==> src/rtl/trap_ret_pkg.sv <==
package trap_ret_pkg;

    localparam int EXC_W = 5;

    localparam logic [1:0] PRIV_U = 2'd0;
    localparam logic [1:0] PRIV_S = 2'd1;
    localparam logic [1:0] PRIV_M = 2'd3;

    localparam logic [EXC_W-1:0] EXC_MISALIGN = 5'd0;
    localparam logic [EXC_W-1:0] EXC_ACCESS   = 5'd1;
    localparam logic [EXC_W-1:0] EXC_ILLEGAL  = 5'd2;
    localparam logic [EXC_W-1:0] EXC_VIRTUAL  = 5'd22;

    typedef struct packed {
        logic       ie_s;
        logic       pie_s;
        logic       pp_s;
        logic       ie_m;
        logic       pie_m;
        logic [1:0] pp_m;
        logic       pv_m;
        logic       mprv;
        logic       pv_s;
    } ret_status_t;

endpackage

==> src/rtl/tru_excp_check.sv <==
module tru_excp_check
    import trap_ret_pkg::*;
(
    input  logic             is_mret,
    input  logic [1:0]       cur_priv,
    input  logic             cur_virt,
    input  logic             trap_sret,
    input  logic             vtrap_sret,
    input  logic [1:0]       epc_lo,
    input  logic [1:0]       prev_pp_m,
    input  logic             has_c,
    input  logic             has_pmp,
    input  logic             pmp_rules,
    output logic             fault,
    output logic [EXC_W-1:0] code
);
    logic priv_low;
    logic misaligned;

    always_comb begin
        priv_low   = is_mret ? (cur_priv != PRIV_M) : (cur_priv == PRIV_U);
        misaligned = !has_c && (epc_lo != 2'b00);
        fault      = 1'b1;
        code       = EXC_ILLEGAL;
        if (priv_low) begin
            code = EXC_ILLEGAL;
        end else if (misaligned) begin
            code = EXC_MISALIGN;
        end else if (!is_mret && trap_sret && (cur_priv != PRIV_M)) begin
            code = EXC_ILLEGAL;
        end else if (!is_mret && cur_virt && vtrap_sret) begin
            code = EXC_VIRTUAL;
        end else if (is_mret && has_pmp && !pmp_rules && (prev_pp_m != PRIV_M)) begin
            code = EXC_ACCESS;
        end else begin
            fault = 1'b0;
        end
    end
endmodule

==> src/rtl/tru_state_update.sv <==
module tru_state_update
    import trap_ret_pkg::*;
(
    input  logic        is_mret,
    input  logic        cur_virt,
    input  ret_status_t st_in,
    input  logic        has_u,
    input  logic        has_h,
    input  logic        v112,
    output ret_status_t st_out,
    output logic [1:0]  priv_out,
    output logic        virt_out,
    output logic        swap_out
);
    logic from_m;
    logic m_virt;

    always_comb begin
        st_out   = st_in;
        virt_out = cur_virt;
        swap_out = 1'b0;
        from_m   = (st_in.pp_m == PRIV_M);
        m_virt   = st_in.pv_m && !from_m;
        if (is_mret) begin
            st_out.ie_m  = st_in.pie_m;
            st_out.pie_m = 1'b1;
            st_out.pp_m  = has_u ? PRIV_U : PRIV_M;
            st_out.pv_m  = 1'b0;
            if (v112 && !from_m) begin
                st_out.mprv = 1'b0;
            end
            priv_out = st_in.pp_m;
            if (has_h) begin
                virt_out = m_virt;
                swap_out = m_virt;
            end
        end else begin
            st_out.ie_s  = st_in.pie_s;
            st_out.pie_s = 1'b1;
            st_out.pp_s  = 1'b0;
            if (v112) begin
                st_out.mprv = 1'b0;
            end
            priv_out = {1'b0, st_in.pp_s};
            if (has_h && !cur_virt) begin
                virt_out    = st_in.pv_s;
                st_out.pv_s = 1'b0;
                swap_out    = st_in.pv_s;
            end
        end
    end
endmodule

==> src/rtl/trap_ret_unit.sv <==
module trap_ret_unit
    import trap_ret_pkg::*;
#(
    parameter int XLEN = 32
) (
    input  logic             clk,
    input  logic             rst_n,
    input  logic             req_valid,
    input  logic             req_mret,
    input  logic [1:0]       cur_priv,
    input  logic             cur_virt,
    input  logic             in_ie_s,
    input  logic             in_pie_s,
    input  logic             in_pp_s,
    input  logic             in_ie_m,
    input  logic             in_pie_m,
    input  logic [1:0]       in_pp_m,
    input  logic             in_pv_m,
    input  logic             in_mprv,
    input  logic             in_trap_sret,
    input  logic             in_pv_s,
    input  logic             in_vtrap_sret,
    input  logic [XLEN-1:0]  sepc_i,
    input  logic [XLEN-1:0]  mepc_i,
    input  logic             cfg_c,
    input  logic             cfg_u,
    input  logic             cfg_h,
    input  logic             cfg_pmp,
    input  logic             cfg_v112,
    input  logic             cfg_pmp_rules,
    output logic             done_o,
    output logic             exc_o,
    output logic [EXC_W-1:0] exc_code_o,
    output logic             out_ie_s,
    output logic             out_pie_s,
    output logic             out_pp_s,
    output logic             out_ie_m,
    output logic             out_pie_m,
    output logic [1:0]       out_pp_m,
    output logic             out_pv_m,
    output logic             out_mprv,
    output logic             out_pv_s,
    output logic [1:0]       new_priv_o,
    output logic             new_virt_o,
    output logic [XLEN-1:0]  ret_pc_o,
    output logic             bank_swap_o
);
    localparam int PC_LSB_W = 2;

    typedef struct packed {
        logic             done;
        logic             exc;
        logic [EXC_W-1:0] code;
        ret_status_t      st;
        logic [1:0]       priv;
        logic             virt;
        logic [XLEN-1:0]  pc;
        logic             swap;
    } result_t;

    result_t     res_d, res_q;
    ret_status_t st_in, st_upd;
    logic [XLEN-1:0] epc_sel;
    logic        fault;
    logic [EXC_W-1:0] fault_code;
    logic [1:0]  upd_priv;
    logic        upd_virt;
    logic        upd_swap;

    assign st_in = '{ie_s: in_ie_s, pie_s: in_pie_s, pp_s: in_pp_s,
                     ie_m: in_ie_m, pie_m: in_pie_m, pp_m: in_pp_m,
                     pv_m: in_pv_m, mprv: in_mprv, pv_s: in_pv_s};
    assign epc_sel = req_mret ? mepc_i : sepc_i;

    tru_excp_check u_check (
        .is_mret    (req_mret),
        .cur_priv   (cur_priv),
        .cur_virt   (cur_virt),
        .trap_sret  (in_trap_sret),
        .vtrap_sret (in_vtrap_sret),
        .epc_lo     (epc_sel[PC_LSB_W-1:0]),
        .prev_pp_m  (in_pp_m),
        .has_c      (cfg_c),
        .has_pmp    (cfg_pmp),
        .pmp_rules  (cfg_pmp_rules),
        .fault      (fault),
        .code       (fault_code)
    );

    tru_state_update u_update (
        .is_mret  (req_mret),
        .cur_virt (cur_virt),
        .st_in    (st_in),
        .has_u    (cfg_u),
        .has_h    (cfg_h),
        .v112     (cfg_v112),
        .st_out   (st_upd),
        .priv_out (upd_priv),
        .virt_out (upd_virt),
        .swap_out (upd_swap)
    );

    always_comb begin
        res_d      = res_q;
        res_d.done = 1'b0;
        if (req_valid) begin
            res_d.done = 1'b1;
            res_d.pc   = epc_sel;
            if (fault) begin
                res_d.exc  = 1'b1;
                res_d.code = fault_code;
                res_d.st   = st_in;
                res_d.priv = cur_priv;
                res_d.virt = cur_virt;
                res_d.swap = 1'b0;
            end else begin
                res_d.exc  = 1'b0;
                res_d.code = '0;
                res_d.st   = st_upd;
                res_d.priv = upd_priv;
                res_d.virt = upd_virt;
                res_d.swap = upd_swap;
            end
        end
    end

    always_ff @(posedge clk) begin
        if (!rst_n) begin
            res_q <= '0;
        end else begin
            res_q <= res_d;
        end
    end

    assign done_o      = res_q.done;
    assign exc_o       = res_q.exc;
    assign exc_code_o  = res_q.code;
    assign out_ie_s    = res_q.st.ie_s;
    assign out_pie_s   = res_q.st.pie_s;
    assign out_pp_s    = res_q.st.pp_s;
    assign out_ie_m    = res_q.st.ie_m;
    assign out_pie_m   = res_q.st.pie_m;
    assign out_pp_m    = res_q.st.pp_m;
    assign out_pv_m    = res_q.st.pv_m;
    assign out_mprv    = res_q.st.mprv;
    assign out_pv_s    = res_q.st.pv_s;
    assign new_priv_o  = res_q.priv;
    assign new_virt_o  = res_q.virt;
    assign ret_pc_o    = res_q.pc;
    assign bank_swap_o = res_q.swap;

    AST_USER_SRET_ILLEGAL: assert property (@(posedge clk) disable iff (!rst_n)
        $past(req_valid && !req_mret && cur_priv == PRIV_U) |-> (exc_o && exc_code_o == EXC_ILLEGAL));
    AST_SRET_PIE_SET: assert property (@(posedge clk) disable iff (!rst_n)
        (done_o && !exc_o && !$past(req_mret)) |-> out_pie_s);
    AST_MRET_PV_CLEAR: assert property (@(posedge clk) disable iff (!rst_n)
        (done_o && !exc_o && $past(req_mret)) |-> !out_pv_m);
    AST_EXC_KEEPS_STATE: assert property (@(posedge clk) disable iff (!rst_n)
        (done_o && exc_o) |-> (!bank_swap_o && new_priv_o == $past(cur_priv)
                               && new_virt_o == $past(cur_virt)));
    AST_DONE_FOLLOWS_REQ: assert property (@(posedge clk) disable iff (!rst_n)
        req_valid |=> done_o);
    AST_NO_SPURIOUS_DONE: assert property (@(posedge clk) disable iff (!rst_n)
        done_o |-> $past(req_valid));
endmodule

==> config.mk <==
export PLATFORM = sky130hd
export DESIGN_NAME = trap_ret_unit
export DESIGN_NICKNAME = d
export VERILOG_FILES = /design/src/rtl/trap_ret_pkg.sv /design/src/rtl/tru_excp_check.sv /design/src/rtl/tru_state_update.sv /design/src/rtl/trap_ret_unit.sv
export SDC_FILE = /design/constraint.sdc
export NUM_CORES = 1
export LEC_CHECK = 0
export BUFFER_PORTS_ARGS = -buffer_cell sky130_fd_sc_hd__buf_2
export CAP_MARGIN = 25
export CORE_ASPECT_RATIO = 0.5
export CORE_MARGIN = 5
export CORE_UTILIZATION = 43
export DETAILED_ROUTE_END_ITERATION = 16
export GPL_TIMING_DRIVEN = 0
export PLACE_DENSITY = 0.79
export SKIP_CTS_REPAIR_TIMING = 1
export SYNTH_ARGS = -nofsm -noshare
export SYNTH_HDL_FRONTEND = slang
export SYNTH_SLANG_ARGS = --single-unit
export TNS_END_PERCENT = 50
==> constraint.sdc <==
create_clock -name clk -period 2 [get_ports clk]
set_clock_uncertainty 0.15 [all_clocks]
set_input_delay 0.4 -clock clk [delete_from_list [all_inputs] [get_ports clk]]
set_output_delay 0.4 -clock clk [all_outputs]
set_load 0.01 [all_outputs]
==> results of run 1 <==
[worst max-delay path: cells and delay by family]
family	cells	cell delay, ns
and+or+nand+nor	1	0.35
buffers and inverters	2	0.45
AOI/OAI and AO/OA	2	0.44
[metrics by stage]
stage	total power (W)	instance area, sq um	setup slack (ns)	cells	util, %
floorplan	0.001392	2355	0.2073	262	-
global placement	0.001599	3137	0.1150	473	58.13
detailed placement	0.001608	3137	0.1043	473	58.13
CTS	0.002305	3243	0.4219	480	60.10
global route	0.002403	3243	0.2716	480	60.10
finish	0.002286	3243	0.4034	480	60.10
[placed cells by master (no fill, tap or decap), types with 2 or more instances in the layout]
master / netlist / routed
a211oi_1: 33 / 33
dfxtp_1: 51 / 51
clkbuf_1: 13 / 13
nor2b_1: 2 / 2
nor3_1: 2 / 2
a21boi_0: 2 / 2
a21oi_1: 6 / 6
o21ai_0: 11 / 11
o2111ai_1: 2 / 2
buf_2: 5 / 143
inv_1: 5 / 5
a31oi_1: 5 / 5
or2_2: 2 / 2
mux2i_1: 34 / 34
clkbuf_8: 0 / 5
nand3_1: 7 / 7
buf_4: 2 / 2
nor3b_1: 2 / 2
nor2_1: 43 / 43
nand2_1: 13 / 13
[flip-flops by register name, summed over array words and instances, names as in the netlist]
signal / flops
out_pv_s: 1
exc_o: 1
ret_pc_o: 32
out_mprv: 1
done_o: 1
out_pie_s: 1
exc_code_o: 3
out_pp_m: 2
out_pie_m: 1
new_virt_o: 1
out_ie_s: 1
out_ie_m: 1
out_pp_s: 1
bank_swap_o: 1
out_pv_m: 1
new_priv_o: 2
[power by group]
part	switching [W]	internal, W	total (W)
combinational	0.000252	0.000211	0.000464
sequential	0.0000326	0.00109	0.00112
clock	0.000338	0.000366	0.000704
[path summary, 6_finish.rpt]
kind | slack [ns] | to | depth (start not counted)
worst max-delay path | 0.40 | new_priv_o[0] | 5
worst min-delay path | 0.19 | out_mprv | 3
worst max register to register | 0.90 | new_virt_o | 2
worst min register to register | 0.31 | out_mprv | 2
[layer usage]
layer  wire [microns]  GRT usage, %  vias to the layer above
met1             2858         22.82                     1152
met4              131         6.370                        0
li1                 -             -                     1234
met3              538         3.686                       12
met2             3356         30.22                       96
met5                0             0                        -
[logic make-up after synthesis]
| kind of cell | Yosys count | share of synthesized area (%) |
|---|---|---|
| multiplexers | 34 | 14.45 |
| other | 1 | 0.1593 |
| AO/OA/AOI/OAI | 71 | 22.21 |
| flip-flops | 51 | 43.36 |
| buffers and inverters | 28 | 5.366 |
| AND/OR/NAND/NOR | 77 | 14.45 |
[final cells by class]
type                       instances  area share (%)
multi-input combinational        183           37.23
sequential                        51           31.48
timing repair buffer             138           21.30
buffer                            22           3.202
tap                               73           2.816
clock buffer                       5           2.122
clock inverter                     2           1.157
inverter                           6          0.6944
==> summary.txt, run 1 <==
Outcome
  – Outcome: completed

Global routing
  – GRT overflow: 0
  – Initial antenna violation count: 0
  – Vias in the first global route: 2,212
  – Total GRT Usage: 17.99%
  – Pin count of the biggest net entering global routing: 16
  – First-pass GRT wire length: 10.62 mm

Floorplan
  – Ports: 142
  – Die ar.: 7146 sq um
  – Row cnt: 19
  – Starting Density: around 44%
  – Core area: about 5400 sq um
  – Die Y-Extent: a little over 60 microns
  – Die X: roughly 110 microns

Logic synthesis
  – Async S/R FF share, synth: 0%
  – Sequential area share after synthesis: 43.36%
  – Yosys warns: 0
  – Most used DFF post-synth: dfxtp_1
  – Seq cells post-synth: 51
  – Synth area leader: dfxtp_1
  – Commonest cells in the netlist: dfxtp_1, nor2_1, mux2i_1, a211oi_1
  – Syn Nets: 351
  – Unique cell type count in the Yosys netlist: 41
  – Share of the synthesized area in the top cell type: 43.36%
  – EDFF count, synth: 0
  – Area contributors post-synth: dfxtp_1, mux2i_1, a211oi_1, nor2_1, o21ai_0
  – Cell Area, Synth: 2355 sq um
  – Syn Inst Count: 262
  – Syn_area_per_cell: 8.988 sq um
  – Most numerous cell in the Yosys netlist: dfxtp_1

Route
  – Total wire length: ~6.9 mm
  – Vias per cell: 5.196
  – # DRC: 0
  – WL per Instance: between 10 and 15 microns
  – DRT Pass-1 Iters: 4
  – Via count: 2,494
  – Iter 0 DRT Violations: 176
  – DRT antenna net count: 0

Worst setup path
  – Max incr delay on CP: 0.35 ns
  – CP Launch Point: req_valid
  – CP Class: in -> reg
  – CP endpoint kind: register
  – Reg2reg start: new_virt_o
  – Crit-path cells: buf_2, clkinv_1, nor2_1, o211ai_1, o311ai_0
  – Crit path max-delay cell type: nor2_1
  – Worst Path Arrival: 1.64 ns
  – Critical-path maximum fanout: 10
  – CP startpoint kind: input port
  – Critical Path RT: 2.04 ns

Cells and area
  – Antenna fix cells: 0
  – Fill count: 492
  – P&R area growth vs syn: 37.73%
  – Footprint of the multi-input gates: 1207 sq um
  – Reg area: 1021 sq um
  – Layout cell share with drive strength beyond 1: 39.31%
  – Post-layout nets: 496

Clock network
  – CTS Buffer Depth: 2
  – Root buffer cell: clkbuf_8
  – Clock Latency Late Sink: ~0.30 ns
  – Clock sinks: 51
  – CTS tree: done
  – CTS clk-pin slew, worst paths: 0.09 ns
  – H-Tree Depth: 2
  – Num CTS Buffers: 5

Timing
  – Setup violations, final: 0
  – Slew Limit Fails: 0
  – Final Hold Viols: 0
  – Unrepaired setup endpoints after global routing: no
  – Hold WS: roughly 0.19 ns
  – Period minus WS final: 1.597 ns
  – Max Freq: 0.6263 GHz
  – Final Cycle Share: between 70% and 80%
  – Total Neg Setup Slack: 0 ns

Place
  – Placer Congestion: 0.8777
  – DP HPWL: 5.486 mm
  – I/O Buffers: ~140

Power and ir drop
  – VDD IR max: 0.3760 mV
  – PD cells: roughly 700 nW/um^2
  – LEAKAGE: 1.596 nW

Min path
  – Worst min path class: in -> reg
  – Hold Startpoint: in_mprv

Flow run
  – Max-Cap Viols: 0
No activity file was read; power rests on OpenSTA's default activity.
==> run 2, diff against run 1 <==
--- a/config.mk
+++ b/config.mk
@@ -5,6 +5,7 @@
 export SDC_FILE = /design/constraint.sdc
 export NUM_CORES = 1
 export LEC_CHECK = 0
+export ABC_AREA = 1
 export BUFFER_PORTS_ARGS = -buffer_cell sky130_fd_sc_hd__buf_2
 export CAP_MARGIN = 25
 export CORE_ASPECT_RATIO = 0.5
==> constraint.sdc (replaced) <==
create_clock -name clk -period 1.5 [get_ports clk]
set_clock_uncertainty 0.15 [all_clocks]
set_input_delay 0.3 -clock clk [delete_from_list [all_inputs] [get_ports clk]]
set_output_delay 0.3 -clock clk [all_outputs]
set_load 0.01 [all_outputs]
==> summary.txt, run 2 <==
Outcome
  – Outcome: completed

Logic synthesis
  – Syn Inst Count: 334 (+27%)
  – Synth area leader: dfxtp_1
  – Most used DFF post-synth: dfxtp_1
  – Seq cells post-synth: 51 (unchanged)
  – Async S/R FF share, synth: 0% (unchanged)
  – Commonest cells in the netlist: nand2_1, a21oi_1, dfxtp_1, o21ai_0, inv_1
  – Syn_area_per_cell: 6.900 sq um (-23%)
  – Yosys warns: 0 (unchanged)
  – Share of the synthesized area in the top cell type: 44.30% (+0.94 points)
  – EDFF count, synth: 0 (unchanged)
  – Most numerous cell in the Yosys netlist: nand2_1
  – Syn Nets: 423 (+21%)
  – Cell Area, Synth: 2305 sq um (-2.1%)
  – Unique cell type count in the Yosys netlist: 23 (-44%)
  – Sequential area share after synthesis: 44.30% (+0.94 points)
  – Area contributors post-synth: dfxtp_1, nand2_1, a21oi_1, o21ai_0, inv_1

Cells and area
  – Fill count: 482 (-2.0%)
  – Layout cell share with drive strength beyond 1: 35.14% (-4.2 points)
  – Footprint of the multi-input gates: 1102 sq um (-8.7%)
  – Post-layout nets: 569 (+15%)
  – Reg area: 1021 sq um (unchanged)
  – Final std cell area, no fill: 3213 sq um (-0.93%)
  – Most common cell after layout, fill and taps aside: buf_2
  – Max reg flops: 32 (unchanged)
  – P&R area growth vs syn: 39.41%
  – Most frequent cells in the layout: buf_2, nand2_1, a21oi_1
  – Antenna fix cells: 0 (unchanged)

Worst setup path
  – Critical-path maximum fanout: 5 (-5)
  – Worst Path Arrival: 1.42 ns (-0.22 ns)
  – CP Class: in -> reg
  – Crit path max-delay cell type: or2_2
  – CP startpoint kind: input port
  – WP buf/inv: 1 (-1)
  – CP delay by family, top: simple AND/OR/NAND/NOR gates
  – CP endpoint kind: register
  – CP most frequent cell: nand2_1
  – Critical Path RT: 1.56 ns (-0.48 ns)
  – Max incr delay on CP: 0.28 ns (-0.07 ns)
  – Crit-path cells: buf_2, or2_2, nand2_1, nand2_1, nand2_1, nor2_4, nand2_1, nand2_1, nand2_1, nand2_1

Timing
  – Unrepaired setup endpoints after global routing: no
  – Final Hold Viols: 0 (unchanged)
  – Final Cycle Share: 90.97%
  – Relative max-transition margin: 62.45%
  – Period minus WS final: ~1.4 ns
  – Worst slew pin tran: 0.5611 ns
  – Max Freq: 0.7328 GHz
  – Setup violations, final: 0 (unchanged)
  – Worst Setup Slack, final: 0.1354 ns (-0.2680 ns)
  – Slew Limit Fails: 0 (unchanged)
  – Hold WS: 0.08023 ns (-0.1076 ns)

Route
  – WL per Instance: 13.10 microns (-8.7%)
  – Iter 0 DRT Violations: 193 (+9.7%)
  – # DRC: 0 (unchanged)
  – Total wire length: 7.218 mm (+4.8%)
  – DRT Pass-1 Iters: 5 (+1)
  – Via count: 2,680 (+7.5%)
  – DRT antenna net count: 0 (unchanged)
  – Vias per cell: 4.864 (-6.4%)

Global routing
  – Initial antenna violation count: 0 (unchanged)
  – Pin count of the biggest net entering global routing: 16 (unchanged)
  – First-pass GRT wire length: 11.10 mm (+4.5%)
  – Vias in the first global route: 2,453 (+11%)
  – Total GRT Usage: 19.72% (+1.7 points)
  – GRT overflow: 0 (unchanged)

Clock network
  – H-Tree Depth: 2 (unchanged)
  – Clock Latency Late Sink: 0.30 ns (about the same)
  – Clock sinks: 51 (unchanged)
  – CTS clk-pin slew, worst paths: 0.10 ns (about the same)
  – Root buffer cell: clkbuf_8
  – CTS Buffer Depth: 2 (unchanged)
  – Num CTS Buffers: 5 (unchanged)
  – CTS tree: done

Place
  – DP HPWL: 5.502 mm (+0.30%)
  – I/O Buffers: 139 (+0.72%)
  – Place WS: -0.1845 ns (-0.2889 ns)
  – Area post-placement: 3088 sq um (-1.6%)
  – Placer Congestion: 0.8394 (-4.4%)

Floorplan
  – Core area: 5045 sq um (-6.5%)
  – Row cnt: 18 (-1)
  – Ports: 142 (unchanged)
  – Starting Density: 45.68% (+2.0 points)
  – Die X: 113.5 microns (-0.98%)
  – Die ar.: 7013 sq um (-1.9%)
  – Die Y-Extent: 61.77 microns (-0.89%)

Power and ir drop
  – PD cells: 965.6 nW/um^2 (+37%)
  – VDD IR max: 0.5188 mV (+38%)
  – LEAKAGE: 1.708 nW (+7.0%)

Min path
  – Worst min path class: in -> reg

Flow run
  – Max-Cap Viols: 0 (unchanged)
-- run 2: cell types whose count changed in the layout (fill, tap and decap cells not counted), moves of 3 or more --
cell / change
o21ai_0: +30
a31oi_1: -3
mux2i_1: -34
inv_1: +14
buf_2: +4
nand4_1: +4
nand2_1: +79
nor2_1: -27
a211oi_1: -33
o21ai_1: +4
a21oi_1: +56
-- run 2: tightest hold or removal path: cells and delay by family --
kind                   cells  cell delay, ns
AO/OA/AOI/OAI              1            0.06
buffers and inverters      1            0.09
AND/OR/NAND/NOR            1            0.05
-- run 2: cell families (layout without fill, tap and decap cells) --
kind of cell | Yosys count | in the layout | synth area share (%)
other | 1 | 1 | 0.1627
buffers and inverters | 43 | 190 | 8.089
AOI/OAI and AO/OA | 111 | 111 | 24.43
DFF | 51 | 51 | 44.30
and+or+nand+nor | 128 | 128 | 23.02
-- run 2: final timing paths --
kind	slack [ns]	end	depth (start not counted)	startpoint
worst min-delay path	0.08	ret_pc_o[21]	3	sepc_i[21]
worst max-delay path	0.14	out_ie_m	10	cur_priv[0]
worst min register to register	0.31	exc_o	2	exc_o
worst max register to register	0.70	ret_pc_o[23]	2	ret_pc_o[23]
-- run 2: layer usage --
| layer | global-route usage [%] | wire (microns) | part of all wire [%] |
|---|---|---|---|
| met5 | 0 | 0 | 0 |
| met4 | 5.822 | 99 | 1.4 |
| met3 | 4.062 | 488 | 6.8 |
| met2 | 35.15 | 3470 | 48 |
| met1 | 24.94 | 3160 | 44 |
-- run 2: final cells by class --
cell class / instances / area share, %
Timing Repair Buffer: 139 / 21.65
Clock buffer: 6 / 2.570
Multi-Input combinational cell: 240 / 34.31
Sequential cell: 51 / 31.78
Buffer: 23 / 3.466
Tap cell: 70 / 2.726
Inverter: 20 / 2.414
Clock inverter: 2 / 1.090
-- run 2: per-stage QoR --
stage	instances	utilization [%]	power (W)	TNS [ns]
floorplan	334	-	0.001833	0
global placement	543	61.21	0.002114	-4.322
detailed placement	543	61.21	0.002119	-4.460
CTS	551	63.54	0.003114	0
global route	551	63.69	0.003261	0
finish	551	63.69	0.003102	0
-- run 2: power by group --
part           leakage (nW)  switching, W  internal [W]
clock network        0.0612      0.000468      0.000540
logic                  1.22      0.000347      0.000257
registers             0.422     0.0000412       0.00145
total                  1.71      0.000856       0.00225
